[src/rtl/proj_pkg.sv]
package proj_pkg;

   typedef enum logic [1:0] {
      SLOT_FREE = 2'd0,
      SLOT_RO   = 2'd1,
      SLOT_RW   = 2'd2
   } slot_kind_e;

   // number of bus-wide slots a signal of the given width occupies
   function automatic int slots_for(input int width, input int dw);
      return (width + dw - 1) / dw;
   endfunction

endpackage

[src/rtl/proj_addr_decode.sv]
module proj_addr_decode
   import proj_pkg::*;
#(
   parameter int          ADDR_W          = 3,
   parameter int          DATA_W          = 8,
   parameter int          N_SIG           = 4,
   parameter int unsigned SIG_W [N_SIG]   = '{1, 1, 12, 12},
   parameter bit [N_SIG-1:0] SIG_IS_IN    = 4'b0111
) (
   input  logic              clk,
   input  logic              rst,
   input  logic [ADDR_W-1:0] addr,
   output logic [N_SIG-1:0]  hit,
   output logic [ADDR_W-1:0] frag,
   output slot_kind_e        kind
);

   function automatic int base_of(input int idx);
      int acc;
      acc = 0;
      for (int j = 0; j < idx; j++) acc += slots_for(int'(SIG_W[j]), DATA_W);
      return acc;
   endfunction

   logic [31:0]       a32;
   logic [ADDR_W-1:0] offs_arr [N_SIG];

   assign a32 = 32'(addr);

   for (genvar i = 0; i < N_SIG; i++) begin : g_sig
      localparam int BASE = base_of(i);
      localparam int NF   = slots_for(int'(SIG_W[i]), DATA_W);
      logic [31:0] diff;
      // wraps to a large value below BASE, so one compare covers both bounds
      assign diff        = a32 - 32'(BASE);
      assign hit[i]      = diff < 32'(NF);
      assign offs_arr[i] = diff[ADDR_W-1:0];
   end

   always_comb begin
      frag = '0;
      kind = SLOT_FREE;
      for (int i = 0; i < N_SIG; i++) begin
         if (hit[i]) begin
            frag = frag | offs_arr[i];
            kind = SIG_IS_IN[i] ? SLOT_RW : SLOT_RO;
         end
      end
   end

   AST_ONE_OWNER: assert property (@(posedge clk) disable iff (rst)
      $onehot0(hit));

endmodule

[src/rtl/proj_in_reg.sv]
module proj_in_reg
   import proj_pkg::*;
#(
   parameter int W      = 12,
   parameter int DATA_W = 8,
   parameter int ADDR_W = 3
) (
   input  logic              clk,
   input  logic              rst,
   input  logic              wr_en,
   input  logic [ADDR_W-1:0] frag,
   input  logic [DATA_W-1:0] wdata,
   output logic [W-1:0]      val
);

   localparam int NF = slots_for(W, DATA_W);
   localparam int PW = NF * DATA_W;
   localparam int LW = (W < DATA_W) ? W : DATA_W;

   logic [W-1:0]  val_q;
   logic [PW-1:0] pad_nxt;
   int            sel;

   always_comb begin
      pad_nxt = PW'(val_q);
      sel     = (NF - 1 - int'(frag)) * DATA_W;
      if (int'(frag) < NF) pad_nxt[sel +: DATA_W] = wdata;
   end

   if (PW > W) begin : g_pad
      logic unused_pad_bits;
      assign unused_pad_bits = ^pad_nxt[PW-1:W];
   end

   always_ff @(posedge clk) begin
      if (rst)        val_q <= '0;
      else if (wr_en) val_q <= pad_nxt[W-1:0];
   end

   assign val = val_q;

   AST_HOLD_IDLE: assert property (@(posedge clk) disable iff (rst)
      !wr_en |=> $stable(val_q));

   AST_LOW_SLOT_LANDS: assert property (@(posedge clk) disable iff (rst)
      (wr_en && frag == ADDR_W'(NF - 1)) |=> val_q[LW-1:0] == $past(wdata[LW-1:0]));

endmodule

[src/rtl/proj_frag_sel.sv]
module proj_frag_sel
   import proj_pkg::*;
#(
   parameter int W      = 12,
   parameter int DATA_W = 8,
   parameter int ADDR_W = 3
) (
   input  logic [W-1:0]      val,
   input  logic [ADDR_W-1:0] frag,
   output logic [DATA_W-1:0] q
);

   localparam int NF = slots_for(W, DATA_W);
   localparam int PW = NF * DATA_W;

   logic [PW-1:0] pad;
   int            sel;

   always_comb begin
      pad = PW'(val);
      sel = (NF - 1 - int'(frag)) * DATA_W;
      q   = '0;
      if (int'(frag) < NF) q = pad[sel +: DATA_W];
   end

endmodule

[src/rtl/proj_wrapper.sv]
module proj_wrapper
   import proj_pkg::*;
#(
   parameter int          ADDR_W          = 3,
   parameter int          DATA_W          = 8,
   parameter int          N_SIG           = 4,
   parameter int unsigned SIG_W [N_SIG]   = '{1, 1, 12, 12},
   parameter bit [N_SIG-1:0] SIG_IS_IN    = 4'b0111,
   parameter int          TOTAL_W         = 26
) (
   input  logic               sys_clk,
   input  logic               exp_clk,
   input  logic               rst,
   input  logic [ADDR_W-1:0]  addr,
   input  logic               we,
   input  logic [DATA_W-1:0]  din,
   output logic [DATA_W-1:0]  dout,
   output logic [TOTAL_W-1:0] drive_bus,
   input  logic [TOTAL_W-1:0] sense_bus,
   output logic               xp_clk,
   output logic               xp_rst
);

   function automatic int bits_before(input int idx);
      int acc;
      acc = 0;
      for (int j = 0; j < idx; j++) acc += int'(SIG_W[j]);
      return acc;
   endfunction

   function automatic int slots_before(input int idx);
      int acc;
      acc = 0;
      for (int j = 0; j < idx; j++) acc += slots_for(int'(SIG_W[j]), DATA_W);
      return acc;
   endfunction

   localparam int USED_SLOTS = slots_before(N_SIG);
   localparam int SUM_W      = bits_before(N_SIG);

   // elaboration-time parameter checks
   if (ADDR_W < 1 || DATA_W < 1) begin : g_bad_bus
      $error("proj_wrapper: bus widths must be positive");
   end
   if (USED_SLOTS > (1 << ADDR_W)) begin : g_bad_space
      $error("proj_wrapper: signal table needs %0d slots, address space too small", USED_SLOTS);
   end
   if (SUM_W != TOTAL_W) begin : g_bad_total
      $error("proj_wrapper: TOTAL_W %0d differs from summed widths %0d", TOTAL_W, SUM_W);
   end

   logic [N_SIG-1:0]  hit;
   logic [ADDR_W-1:0] frag;
   slot_kind_e        kind;
   logic [DATA_W-1:0] q_arr [N_SIG];
   logic [DATA_W-1:0] rd_data;
   logic [DATA_W-1:0] dout_q;

   proj_addr_decode #(
      .ADDR_W    (ADDR_W),
      .DATA_W    (DATA_W),
      .N_SIG     (N_SIG),
      .SIG_W     (SIG_W),
      .SIG_IS_IN (SIG_IS_IN)
   ) u_dec (
      .clk  (sys_clk),
      .rst  (rst),
      .addr (addr),
      .hit  (hit),
      .frag (frag),
      .kind (kind)
   );

   for (genvar i = 0; i < N_SIG; i++) begin : g_sig
      localparam int W   = int'(SIG_W[i]);
      localparam int OFF = bits_before(i);

      if (W < 1) begin : g_bad_width
         $error("proj_wrapper: signal %0d has zero width", i);
      end

      if (SIG_IS_IN[i]) begin : g_in
         logic [W-1:0] val;
         logic         unused_sense_bits;

         proj_in_reg #(.W(W), .DATA_W(DATA_W), .ADDR_W(ADDR_W)) u_reg (
            .clk   (sys_clk),
            .rst   (rst),
            .wr_en (we && hit[i]),
            .frag  (frag),
            .wdata (din),
            .val   (val)
         );

         proj_frag_sel #(.W(W), .DATA_W(DATA_W), .ADDR_W(ADDR_W)) u_sel (
            .val  (val),
            .frag (frag),
            .q    (q_arr[i])
         );

         assign drive_bus[OFF +: W] = val;
         assign unused_sense_bits   = ^sense_bus[OFF +: W];
      end else begin : g_out
         proj_frag_sel #(.W(W), .DATA_W(DATA_W), .ADDR_W(ADDR_W)) u_sel (
            .val  (sense_bus[OFF +: W]),
            .frag (frag),
            .q    (q_arr[i])
         );

         assign drive_bus[OFF +: W] = '0;
      end
   end

   always_comb begin
      rd_data = '0;
      for (int i = 0; i < N_SIG; i++) begin
         if (hit[i]) rd_data = rd_data | q_arr[i];
      end
   end

   // read-first: sampled from register contents before a same-edge write
   always_ff @(posedge sys_clk) begin
      if (rst) dout_q <= '0;
      else     dout_q <= rd_data;
   end

   assign dout   = dout_q;
   assign xp_clk = exp_clk;
   assign xp_rst = rst;

   AST_FREE_READS_ZERO: assert property (@(posedge sys_clk) disable iff (rst)
      (kind == SLOT_FREE) |=> (dout == '0));

   AST_RO_WRITE_IGNORED: assert property (@(posedge sys_clk) disable iff (rst)
      (we && kind != SLOT_RW) |=> $stable(drive_bus));

endmodule

[config.mk]
export PLATFORM = sky130hd
export DESIGN_NAME = proj_wrapper
export DESIGN_NICKNAME = d
export VERILOG_FILES = /design/src/rtl/proj_pkg.sv /design/src/rtl/proj_addr_decode.sv /design/src/rtl/proj_in_reg.sv /design/src/rtl/proj_frag_sel.sv /design/src/rtl/proj_wrapper.sv
export SDC_FILE = /design/constraint.sdc
export NUM_CORES = 1
export LEC_CHECK = 0
export BUFFER_PORTS_ARGS = -buffer_cell sky130_fd_sc_hd__clkbuf_2
export CAP_MARGIN = 20
export CELL_PAD_IN_SITES_DETAIL_PLACEMENT = 2
export CELL_PAD_IN_SITES_GLOBAL_PLACEMENT = 2
export CORE_ASPECT_RATIO = 1.5
export CORE_MARGIN = 1.5
export CORE_UTILIZATION = 25
export CTS_BUF_LIST = sky130_fd_sc_hd__clkbuf_4 sky130_fd_sc_hd__clkbuf_8
export DETAILED_ROUTE_END_ITERATION = 8
export PLACE_DENSITY_LB_ADDON = 0.3
export SETUP_SLACK_MARGIN = 0.5
export SLEW_MARGIN = 40
export SYNTH_ARGS = -nofsm -noshare
export SYNTH_HDL_FRONTEND = slang
export SYNTH_SLANG_ARGS = --single-unit
[constraint.sdc]
create_clock -name sys_clk -period 3.65 [get_ports sys_clk]
set_input_delay 0.365 -clock sys_clk [delete_from_list [all_inputs] [get_ports sys_clk]]
set_output_delay 0.365 -clock sys_clk [all_outputs]
set_load 0.05 [all_outputs]
==> results.md, run 1 <==
* Outcome: completed
* Hold-fix buffers, CTS at 0
* Vias in the first global route at 1435
* DP HPWL at 3660 µm
* FP Rows at 34
* CP max stage cell: and4_4
* Worst clock skew at 0.00237 ns
* H-Tree Depth at 1
* FILL cells at 701
* CP Cell Sequence: clkbuf_2 > inv_1 > ha_1 > ha_1 > and3b_1 > a211oi_4 > buf_4 > ha_4 > nand2_1 > ha_1 > nor4b_2 > and4_4 > nand4_1 > a21oi_1
* Nets at 267
* Chip width at 65.9 µm
* Fraction of layout cells with a size suffix above 1 at 35.7%
* Fmax at 341 MHz
* Tcrit/Tclk final at 80.3%
* LEAKAGE at 0.000823 µW
* Clk buf depth at 2
* Synth-to-Final Area Change at 24.2%
* Maximum vdd drop at 0.108 mV
* First DRT Iteration DRCs at 54
* Synth Warn # at 0
* WL per Instance at 16.1 µm
* Endpoints failing setup at 0
* Main synth FF type: dfxtp_1
* R2R depth at 3
* Unrepaired setup endpoints after global routing: no
* Clock Root Buffer: clkbuf_8
* Cts bufs inserted at 3
* Mapped Cells at 162
* Yosys reg bits at 22
* Fin. max-slew vios at 0
* Global Route Usage Sum at 14.4%
* Clk Latency, worst-skew pair at 0.26 ns
* Total gr overflow at 0
* Die area at 6420 µm²
* Via count at 1381
* Syn_area_per_cell at 9.17 µm²
* Hold Violations, Final at 0
* Count of inserted antenna diode cells at 0
* Height of the die at 97.4 µm
* Max incr delay on CP at 0.34 ns
* TritonCTS clock tree: yes
* First-pass GRT wire length at 7110 µm
* Pre-antenna DRT Iters at 4
* Worst Path Max Fanout at 8
* Register area share after synthesis at 29.7%
* Initial antenna violation count at 0
* Post-synthesis instance area at 1490 µm²
* WP data required at 3.84 ns
* RePlAce Congestion at 0.767
* Max-cap viol count at 0
* Core area at 5790 µm²
* Ys async rst share at 0%
* Post-synth EDFFs at 0
* Post-route ant nets at 0
* Worst setup EP type: flip-flop
* Worst Hold Class: in2reg
* Tmin final at 2.93 ns
* Via density at 4.90
* Routed WL at 4550 µm
* Hold slack final at 0.338 ns
* Clk pin slew, worst setup/hold paths at 0.08 ns
* Critical path startpoint category: primary input
* CTS sink cnt at 22
* Drt drc at 0
* PwrDens at 315 nW/µm²
* Worst Hold Path Cells at 3
* Commonest non-fill, non-tap cell in the layout: clkbuf_2
* Critical path class: in2reg
* Most frequent cells in the layout: 48 x clkbuf_2, 22 x dfxtp_1, 12 x nand4_1, 12 x ha_1, 12 x conb_1
* # IOs at 77
* Count of different cell masters after synthesis at 39
* Starting Density at 25.7%
* I/O Buffers at 48
* Setup TNS Final at 0 ns
* Critical Path AT at 3.13 ns
* CP dominant cell by count: ha_1
* Largest net degree at the start of global routing at 22
-- final timing paths --
check | from | endpoint | slack [ns]
setup / recovery | addr[1] | g_sig[2].g_in.u_reg.val[3]$_SDFFE_PP0P_ | 0.72
hold / removal | din[5] | g_sig[2].g_in.u_reg.val[5]$_SDFFE_PP0P_ | 0.34
setup reg to reg | g_sig[2].g_in.u_reg.val[0]$_SDFFE_PP0P_ | dout[0]$_SDFF_PP0_ | 2.72
hold reg to reg | g_sig[2].g_in.u_reg.val[3]$_SDFFE_PP0P_ | g_sig[2].g_in.u_reg.val[3]$_SDFFE_PP0P_ | 0.50
-- per-stage QoR --
stage	cells	setup WS (ns)	total power, µW	utilization (%)	cell area, µm²
final	282	0.718	581	31.9	1840
after global routing	282	0.505	610	31.9	1840
after CTS	282	0.596	587	31.9	1840
after detailed placement	276	0.124	431	30.7	1780
after global placement	276	0.191	428	30.7	1780
after floorplan	173	0.564	389	-	1550
-- power by group --
| part | switching, µW | total, µW | internal (µW) |
|---|---|---|---|
| registers | 0.519 | 242 | 241 |
| clock network | 78.7 | 152 | 73.7 |
| logic | 120 | 186 | 66.2 |
| total | 199 | 581 | 381 |
-- cell type report --
cell class,instances,area (µm²),area share [%]
Clock buffer,3,41.3,2.24
Inverter,7,26.3,1.42
Multi-Input combinational cell,119,923,50.1
Sequential cell,22,440,23.9
Tap cell,72,90.1,4.88
Timing Repair Buffer,59,323,17.5
-- critical path, delay by kind of cell --
family / cells / cell delay, ns
buffers and inverters: 3 / 0.39
adders and majority gates: 4 / 0.86
and+or+nand+nor: 5 / 1.08
AOI/OAI and AO/OA: 2 / 0.43
-- state kept, by name (all words and copies together), names as in the netlist --
| signal | count |
|---|---|
| g_sig.g_in.u_reg.val | 14 |
| dout | 8 |
-- synthesized netlist by cell type, types with 3 or more instances --
master    number  area, µm²
dfxtp_1       22        440
buf_4         16        120
ha_1          14        175
nand4_1       12       75.1
a21oi_1        9       45.0
mux2i_1        8       80.1
nand2b_1       8       50.1
o21ai_0        8       40.0
a221oi_1       6       52.6
inv_1          6       22.5
nor3_1         6       30.0
buf_2          5       25.0
a22oi_1        4       30.0
clkbuf_1       4       15.0
nor2_1         4       15.0
nand2_1        3       11.3
-- timing repair --
action	4_1_cts	5_1_grt
pin swaps	2	1
buffers inserted	3	0
setup endpoints to repair	8	8
gates resized for setup	1	2
-- metal layers --
| metal | share of wire (%) | global-route usage [%] |
|---|---|---|
| met1 | 39 | 15.7 |
| met5 | 0 | 0 |
| met2 | 56 | 27.7 |
| met3 | 4.1 | 1.62 |
| met4 | 1.3 | 4.24 |
-- cells by family (layout without fill, tap and decap cells) --
group,after synthesis,count (layout),share of synthesized area (%)
AND/OR/NAND/NOR,47,47,21.1
AO/OA/AOI/OAI,37,37,18.6
buffers and inverters,32,69,12.6
flip-flops,22,22,29.7
adder cells (fa/ha/maj),14,14,11.8
multiplexers,8,8,5.39
other,1,12,0.252
XOR/XNOR,1,1,0.590
Power figures use the tool's default switching activity.
==> run 2, diff against run 1 <==
--- a/config.mk
+++ b/config.mk
@@ -11,7 +11,7 @@
 export CELL_PAD_IN_SITES_GLOBAL_PLACEMENT = 2
 export CORE_ASPECT_RATIO = 1.5
 export CORE_MARGIN = 1.5
-export CORE_UTILIZATION = 25
+export CORE_UTILIZATION = 23
 export CTS_BUF_LIST = sky130_fd_sc_hd__clkbuf_4 sky130_fd_sc_hd__clkbuf_8
 export DETAILED_ROUTE_END_ITERATION = 8
 export PLACE_DENSITY_LB_ADDON = 0.3
==> constraint.sdc (replaced) <==
create_clock -name sys_clk -period 2.4 [get_ports sys_clk]
set_input_delay 0.24 -clock sys_clk [delete_from_list [all_inputs] [get_ports sys_clk]]
set_output_delay 0.24 -clock sys_clk [all_outputs]
set_load 0.05 [all_outputs]
==> run 2 against run 1 <==
The run now ends with negative setup slack left. Via count grew 11%. Clock skew increased by 0.0045 ns. Clock-buffer cell count is the same. Sequential power rose by 52%. First-iteration DRC count increased by 35%. Worst setup slack lost 0.84 ns. Critical path depth rose by 1.
==> results.md, run 2 (same netlist as run 1, synthesis figures left out) <==
* LEAKAGE at 0.00102 µW (was 0.000823 µW)
* RePlAce Congestion at 0.775 (was 0.767)
* Unrepaired setup endpoints after global routing: yes (was no)
* Via density at 4.86 (was 4.90)
* Drt drc at 0 (unchanged)
* Via count at 1527 (was 1381)
* Endpoints failing setup at 12 (was 0)
* First DRT Iteration DRCs at 73 (was 54)
* Worst clock skew at 0.00689 ns (was 0.00237 ns)
* Core area at 6170 µm² (was 5790 µm²)
* Final core occ at 38.0% (was 31.9%)
* Dpl cells at 303 (was 276)
* Register area at 440 µm² (unchanged)
* Cts bufs inserted at 3 (unchanged)
* PwrDens at 435 nW/µm² (was 315 nW/µm²)
* Max-cap viol count at 0 (unchanged)
* Max reg flops at 14 (unchanged)
* Fin. max-slew vios at 0 (unchanged)
* CP dominant cell by count: ha_4 (was ha_1)
* Routed WL at 5360 µm (was 4550 µm)
* CP Cell Sequence: buf_8 > inv_6 > ha_4 > ha_4 > and3b_2 > a211oi_4 > buf_6 > ha_4 > nand2_2 > ha_4 > nor4b_4 > nand4_1 > buf_6 > o21ai_1 > a21oi_1 (was clkbuf_2 > inv_1 > ha_1 > ha_1 > and3b_1 > a211oi_4 > buf_4 > ha_4 > nand2_1 > ha_1 > nor4b_2 > and4_4 > nand4_1 > a21oi_1)
* FP Rows at 35 (was 34)
* Clk pin slew, worst setup/hold paths at 0.07 ns (was 0.08 ns)
* First-pass GRT wire length at 8190 µm (was 7110 µm)
* Commonest non-fill, non-tap cell in the layout: clkbuf_2 (unchanged)
* Initial antenna violation count at 0 (unchanged)
* Worst setup EP type: flip-flop (unchanged)
* Nets at 297 (was 267)
* Most frequent cells in the layout: 46 x clkbuf_2, 32 x buf_4, 22 x dfxtp_1 (was 48 x clkbuf_2, 22 x dfxtp_1, 12 x nand4_1, 12 x ha_1, 12 x conb_1)
* # IOs at 77 (unchanged)
* Failing checks: negative setup slack
* Critical Path AT at 2.66 ns (was 3.13 ns)
* Clk Latency, worst-skew pair at 0.27 ns (was 0.26 ns)
* Multi-input combinational cell area at 1130 µm² (was 923 µm²)
* TritonCTS clock tree: yes (unchanged)
* CP max stage cell: ha_4 (was and4_4)
* Clock Root Buffer: clkbuf_8 (unchanged)
* Non-Filler Instances at 314 (was 282)
* Height of the die at 101 µm (was 97.4 µm)
* Worst Hold Path Cells at 3 (unchanged)
* Worst Path Max Fanout at 5 (was 8)
* Count of inserted antenna diode cells at 0 (unchanged)
* Starting Density at 24.1% (was 25.7%)
* Tcrit/Tclk final at 105%
* WL per Instance at 17.1 µm (was 16.1 µm)
* Tmin final at 2.52 ns
* Outcome: complete, but fails checks (was completed)
* Final setup margin at -0.122 ns (was 0.718 ns)
* Fmax at 397 MHz
* WP data required at 2.54 ns (was 3.84 ns)
* Fraction of layout cells with a size suffix above 1 at 57.9% (was 35.7%)
* Largest net degree at the start of global routing at 22 (unchanged)
* Max incr delay on CP at 0.27 ns (was 0.34 ns)
* I/O Buffers at 48 (unchanged)
* Critical path startpoint category: primary input (unchanged)
* R2R depth at 3 (unchanged)
* Synth-to-Final Area Change at 58.1% (was 24.2%)
* Critical path class: in2reg (unchanged)
* Maximum vdd drop at 0.166 mV (was 0.108 mV)
* Clk buf depth at 2 (unchanged)
* Vias in the first global route at 1641 (was 1435)
* FILL cells at 703 (was 701)
* H-Tree Depth at 1 (unchanged)
* DP HPWL at 4030 µm (was 3660 µm)
* Pre-antenna DRT Iters at 4 (unchanged)
* CTS sink cnt at 22 (unchanged)
* Worst Hold Class: in2reg (unchanged)
* Total gr overflow at 0 (unchanged)
* Post-route ant nets at 0 (unchanged)
* Chip width at 68.6 µm (was 65.9 µm)
* Hold Violations, Final at 0 (unchanged)
* Die area at 6960 µm² (was 6420 µm²)
* Global Route Usage Sum at 15.9% (was 14.4%)
[run 2: changes by cell type in the layout (fill, tap and decap cells not counted), moves of 4 or more]
cell     change
ha_4         +8
nor3_1       -4
ha_1        -10
o21ai_2      +7
nor3_2       +4
buf_4       +21
buf_6        +8
o21ai_0      -7
inv_1        -4
[run 2: timing repair]
item,in CTS,in global routing
hold buffers,0,0
buffers inserted,5,3
hold endpoints to repair,0,0
setup endpoints to repair,22,22
pin swaps,20,21
resized for setup,23,33
[run 2: final cells by class]
cell class | count | area share, %
Multi-Input combinational cell | 119 | 48.2
Timing Repair Buffer | 89 | 25.8
Sequential cell | 22 | 18.8
Clock buffer | 3 | 1.76
Tap cell | 74 | 3.94
Inverter | 7 | 1.55
[run 2: critical path, delay by kind of cell]
| family | cells | cell delay (ns) |
|---|---|---|
| AND/OR/NAND/NOR | 4 | 0.72 |
| adder cells (fa/ha/maj) | 4 | 0.79 |
| AO/OA/AOI/OAI | 3 | 0.41 |
| buffers and inverters | 4 | 0.49 |
[run 2: metrics by stage]
step                      setup slack, ns  cell area, µm²  hold WS [ns]  TNS (ns)  power, µW
after global placement             -0.490            2020         0.480     -5.41        703
after detailed placement           -0.622            2020         0.480     -6.69        711
final                              -0.122            2350         0.232    -0.838       1020
after floorplan                    -0.371            1620         0.392     -4.11        611
after global routing               -0.235            2350         0.231     -2.26       1080
after CTS                          -0.149            2220         0.224     -1.34       1000
[run 2: report_power, final]
group          leakage, µW  internal (µW)  switching (µW)  total, µW
logic             0.000818            186             231        417
registers         0.000177            367           0.848        368
clock network    0.0000216            113             124        236
total              0.00102            665             356       1020
[run 2: final timing paths]
| check | start | slack, ns | end |
|---|---|---|---|
| worst max register to register | g_sig[2].g_in.u_reg.val[0]$_SDFFE_PP0P_ | 1.41 | dout[0]$_SDFF_PP0_ |
| worst min-delay path | din[6] | 0.23 | g_sig[2].g_in.u_reg.val[6]$_SDFFE_PP0P_ |
| worst max-delay path | addr[1] | -0.12 | g_sig[2].g_in.u_reg.val[4]$_SDFFE_PP0P_ |
| worst min register to register | g_sig[2].g_in.u_reg.val[1]$_SDFFE_PP0P_ | 0.48 | g_sig[2].g_in.u_reg.val[1]$_SDFFE_PP0P_ |
[run 2: metal layers]
layer  up-vias  global-route usage, %  wire, µm
li1        726                      -         -
met1       752                   16.4      1990
met2        44                   31.6      3110
met3         5                   1.44       176
met4         0                   5.54        79
met5         -                      0         0
==> run 3, diff against run 2 <==
==> constraint.sdc (replaced) <==
create_clock -name sys_clk -period 2.3 [get_ports sys_clk]
set_input_delay 0.23 -clock sys_clk [delete_from_list [all_inputs] [get_ports sys_clk]]
set_output_delay 0.23 -clock sys_clk [all_outputs]
set_load 0.05 [all_outputs]
==> run 3 against run 2 <==
The run still ends with negative setup slack left. Critical endpoint is now g_sig[2].g_in.u_reg.val[2]$_SDFFE_PP0P_. Via count shrank 1.1%. Worst hold slack gained 0.0023 ns. Largest power group unchanged. Sequential cell count unchanged. Highest routed layer unchanged.
==> results.md, run 3 (same netlist as run 1, synthesis figures left out) <==
* Hold slack final at 0.234 ns (was 0.232 ns)
* Largest net degree at the start of global routing at 22 (unchanged)
* FILL cells at 705 (was 703)
* Maximum vdd drop at 0.193 mV (was 0.166 mV)
* CP startpoint: addr[1] (unchanged)
* Commonest non-fill, non-tap cell in the layout: clkbuf_2 (unchanged)
* Post-route ant nets at 0 (unchanged)
* WP data required at 2.43 ns (was 2.54 ns)
* Worst Max-Slew Pin Slew at 0.509 ns
* I/O Buffers at 48 (unchanged)
* Via density at 4.86 (about the same)
* Critical path startpoint category: primary input (unchanged)
* Hold Startpoint: din[5] (was din[6])
* Fmax at 383 MHz
* Endpoints failing setup at 12 (unchanged)
* Clk buf depth at 2 (unchanged)
* Worst clock skew at 0.00370 ns (was 0.00689 ns)
* TritonCTS clock tree: yes (unchanged)
* Tcrit/Tclk final at 114%
* Dpl cells at 303 (unchanged)
* Total gr overflow at 0 (unchanged)
* Max incr delay on CP at 0.30 ns (was 0.27 ns)
* Fin. max-slew vios at 0 (unchanged)
* H-Tree Depth at 1 (unchanged)
* Failing checks: negative setup slack (unchanged)
* LEAKAGE at 0.000999 µW (was 0.00102 µW)
* PwrDens at 458 nW/µm² (was 435 nW/µm²)
* Worst Hold Class: in2reg (unchanged)
* Clock Root Buffer: clkbuf_8 (unchanged)
* R2r startpoint: g_sig[2].g_in.u_reg.val[0]$_SDFFE_PP0P_ (unchanged)
* Count of inserted antenna diode cells at 0 (unchanged)
* Final setup margin at -0.311 ns (was -0.122 ns)
* Height of the die at 101 µm (unchanged)
* Global Route Usage Sum at 16.3% (was 15.9%)
* Routed WL at 5560 µm (was 5360 µm)
* Unrepaired setup endpoints after global routing: yes (unchanged)
* RePlAce Congestion at 0.779 (was 0.775)
* Worst Path Max Fanout at 4 (was 5)
* CP max stage cell: nor4b_4 (was ha_4)
* Initial antenna violation count at 0 (unchanged)
* Core area at 6170 µm² (unchanged)
* Hold-fix buffers, CTS at 0 (unchanged)
* Chip width at 68.6 µm (unchanged)
* Fraction of layout cells with a size suffix above 1 at 57.0% (was 57.9%)
* Starting Density at 24.1% (unchanged)
* Die area at 6960 µm² (unchanged)
* Setup TNS Final at -3.32 ns (was -0.838 ns)
* Nets at 294 (was 297)
* Critical path class: in2reg (unchanged)
* Worst setup EP type: flip-flop (unchanged)
* Hold Violations, Final at 0 (unchanged)
* Non-Filler Instances at 311 (was 314)
* Vias in the first global route at 1676 (was 1641)
* DP HPWL at 4050 µm (was 4030 µm)
* First DRT Iteration DRCs at 40 (was 73)
* First-pass GRT wire length at 8520 µm (was 8190 µm)
* Synth-to-Final Area Change at 54.9% (was 58.1%)
* Max-slew headroom at 66.0%
* Tmin final at 2.61 ns
* WL per Instance at 17.9 µm (was 17.1 µm)
* Clk pin slew, worst setup/hold paths at 0.08 ns (was 0.07 ns)
* # IOs at 77 (unchanged)
* Critical Path AT at 2.74 ns (was 2.66 ns)
* CTS sink cnt at 22 (unchanged)
* Max-cap viol count at 0 (unchanged)
* Drt drc at 0 (unchanged)
* CP Cell Sequence: buf_8 > inv_8 > buf_4 > ha_2 > o21a_1 > a211oi_4 > buf_6 > ha_4 > nand2_4 > ha_4 > nor4b_4 > nand4_1 > buf_4 > o21ai_2 > a21oi_2 (was buf_8 > inv_6 > ha_4 > ha_4 > and3b_2 > a211oi_4 > buf_6 > ha_4 > nand2_2 > ha_4 > nor4b_4 > nand4_1 > buf_6 > o21ai_1 > a21oi_1)
* Max reg flops at 14 (unchanged)
* Most frequent cells in the layout: 46 x clkbuf_2, 31 x buf_4, 22 x dfxtp_1 (was 46 x clkbuf_2, 32 x buf_4, 22 x dfxtp_1)
* Pre-antenna DRT Iters at 6 (was 4)
* Cts bufs inserted at 3 (unchanged)
* Via count at 1510 (was 1527)
* Outcome: complete, but fails checks (unchanged)
* FP Rows at 35 (unchanged)
* Clk Latency, worst-skew pair at 0.26 ns (was 0.27 ns)
* Final core occ at 37.3% (was 38.0%)
## run 3: power breakdown
| group | leakage [µW] | internal (µW) | switching, µW |
|---|---|---|---|
| registers | 0.000177 | 383 | 0.846 |
| logic | 0.000800 | 190 | 247 |
| clock network | 0.0000216 | 117 | 117 |
## run 3: repair_timing
item | in CTS | in global routing
endpoints found under the hold margin | 0 | 0
pin swaps | 33 | 10
setup endpoints to repair | 22 | 22
gates resized for setup | 33 | 15
setup buffers | 4 | 1
## run 3: area by class of cell
cell class	count	area (µm²)	area share [%]
multi-input combinational	119	1120	48.5
timing repair buffer	86	572	24.9
sequential	22	440	19.1
tap	74	92.6	4.02
clock buffer	3	41.3	1.79
inverter	7	38.8	1.69
## run 3: path summary, 6_finish.rpt
path                                        endpoint  slack, ns  cells past startpoint
max reg2reg                       dout[0]$_SDFF_PP0_       1.30                      3
min reg2reg  g_sig[2].g_in.u_reg.val[6]$_SDFFE_PP0P_       0.48                      2
min          g_sig[2].g_in.u_reg.val[5]$_SDFFE_PP0P_       0.23                      3
max          g_sig[2].g_in.u_reg.val[2]$_SDFFE_PP0P_      -0.31                     15
## run 3: routing by layer
| metal | GRT usage, % | part of all wire, % | vias up | wire (µm) |
|---|---|---|---|---|
| li1 | - | - | 724 | - |
| met1 | 17.1 | 35 | 738 | 1940 |
| met2 | 33.1 | 61 | 46 | 3380 |
| met3 | 1.33 | 3.8 | 2 | 212 |
| met4 | 3.54 | 0.49 | 0 | 27 |
| met5 | 0 | 0 | - | 0 |
## run 3: critical path: cells and delay by family
family          cells  cell delay [ns]
buf+inv             5             0.65
fa+ha+maj           3             0.56
compound gates      4             0.71
simple gates        3             0.58
## run 3: per-stage QoR
| step | worst slack, ns | total power, µW | cell area (µm²) |
|---|---|---|---|
| after floorplan | -0.461 | 637 | 1620 |
| after global placement | -0.585 | 734 | 2020 |
| after detailed placement | -0.702 | 743 | 2020 |
| after CTS | -0.277 | 1040 | 2250 |
| after global routing | -0.401 | 1120 | 2300 |
| final | -0.311 | 1050 | 2300 |
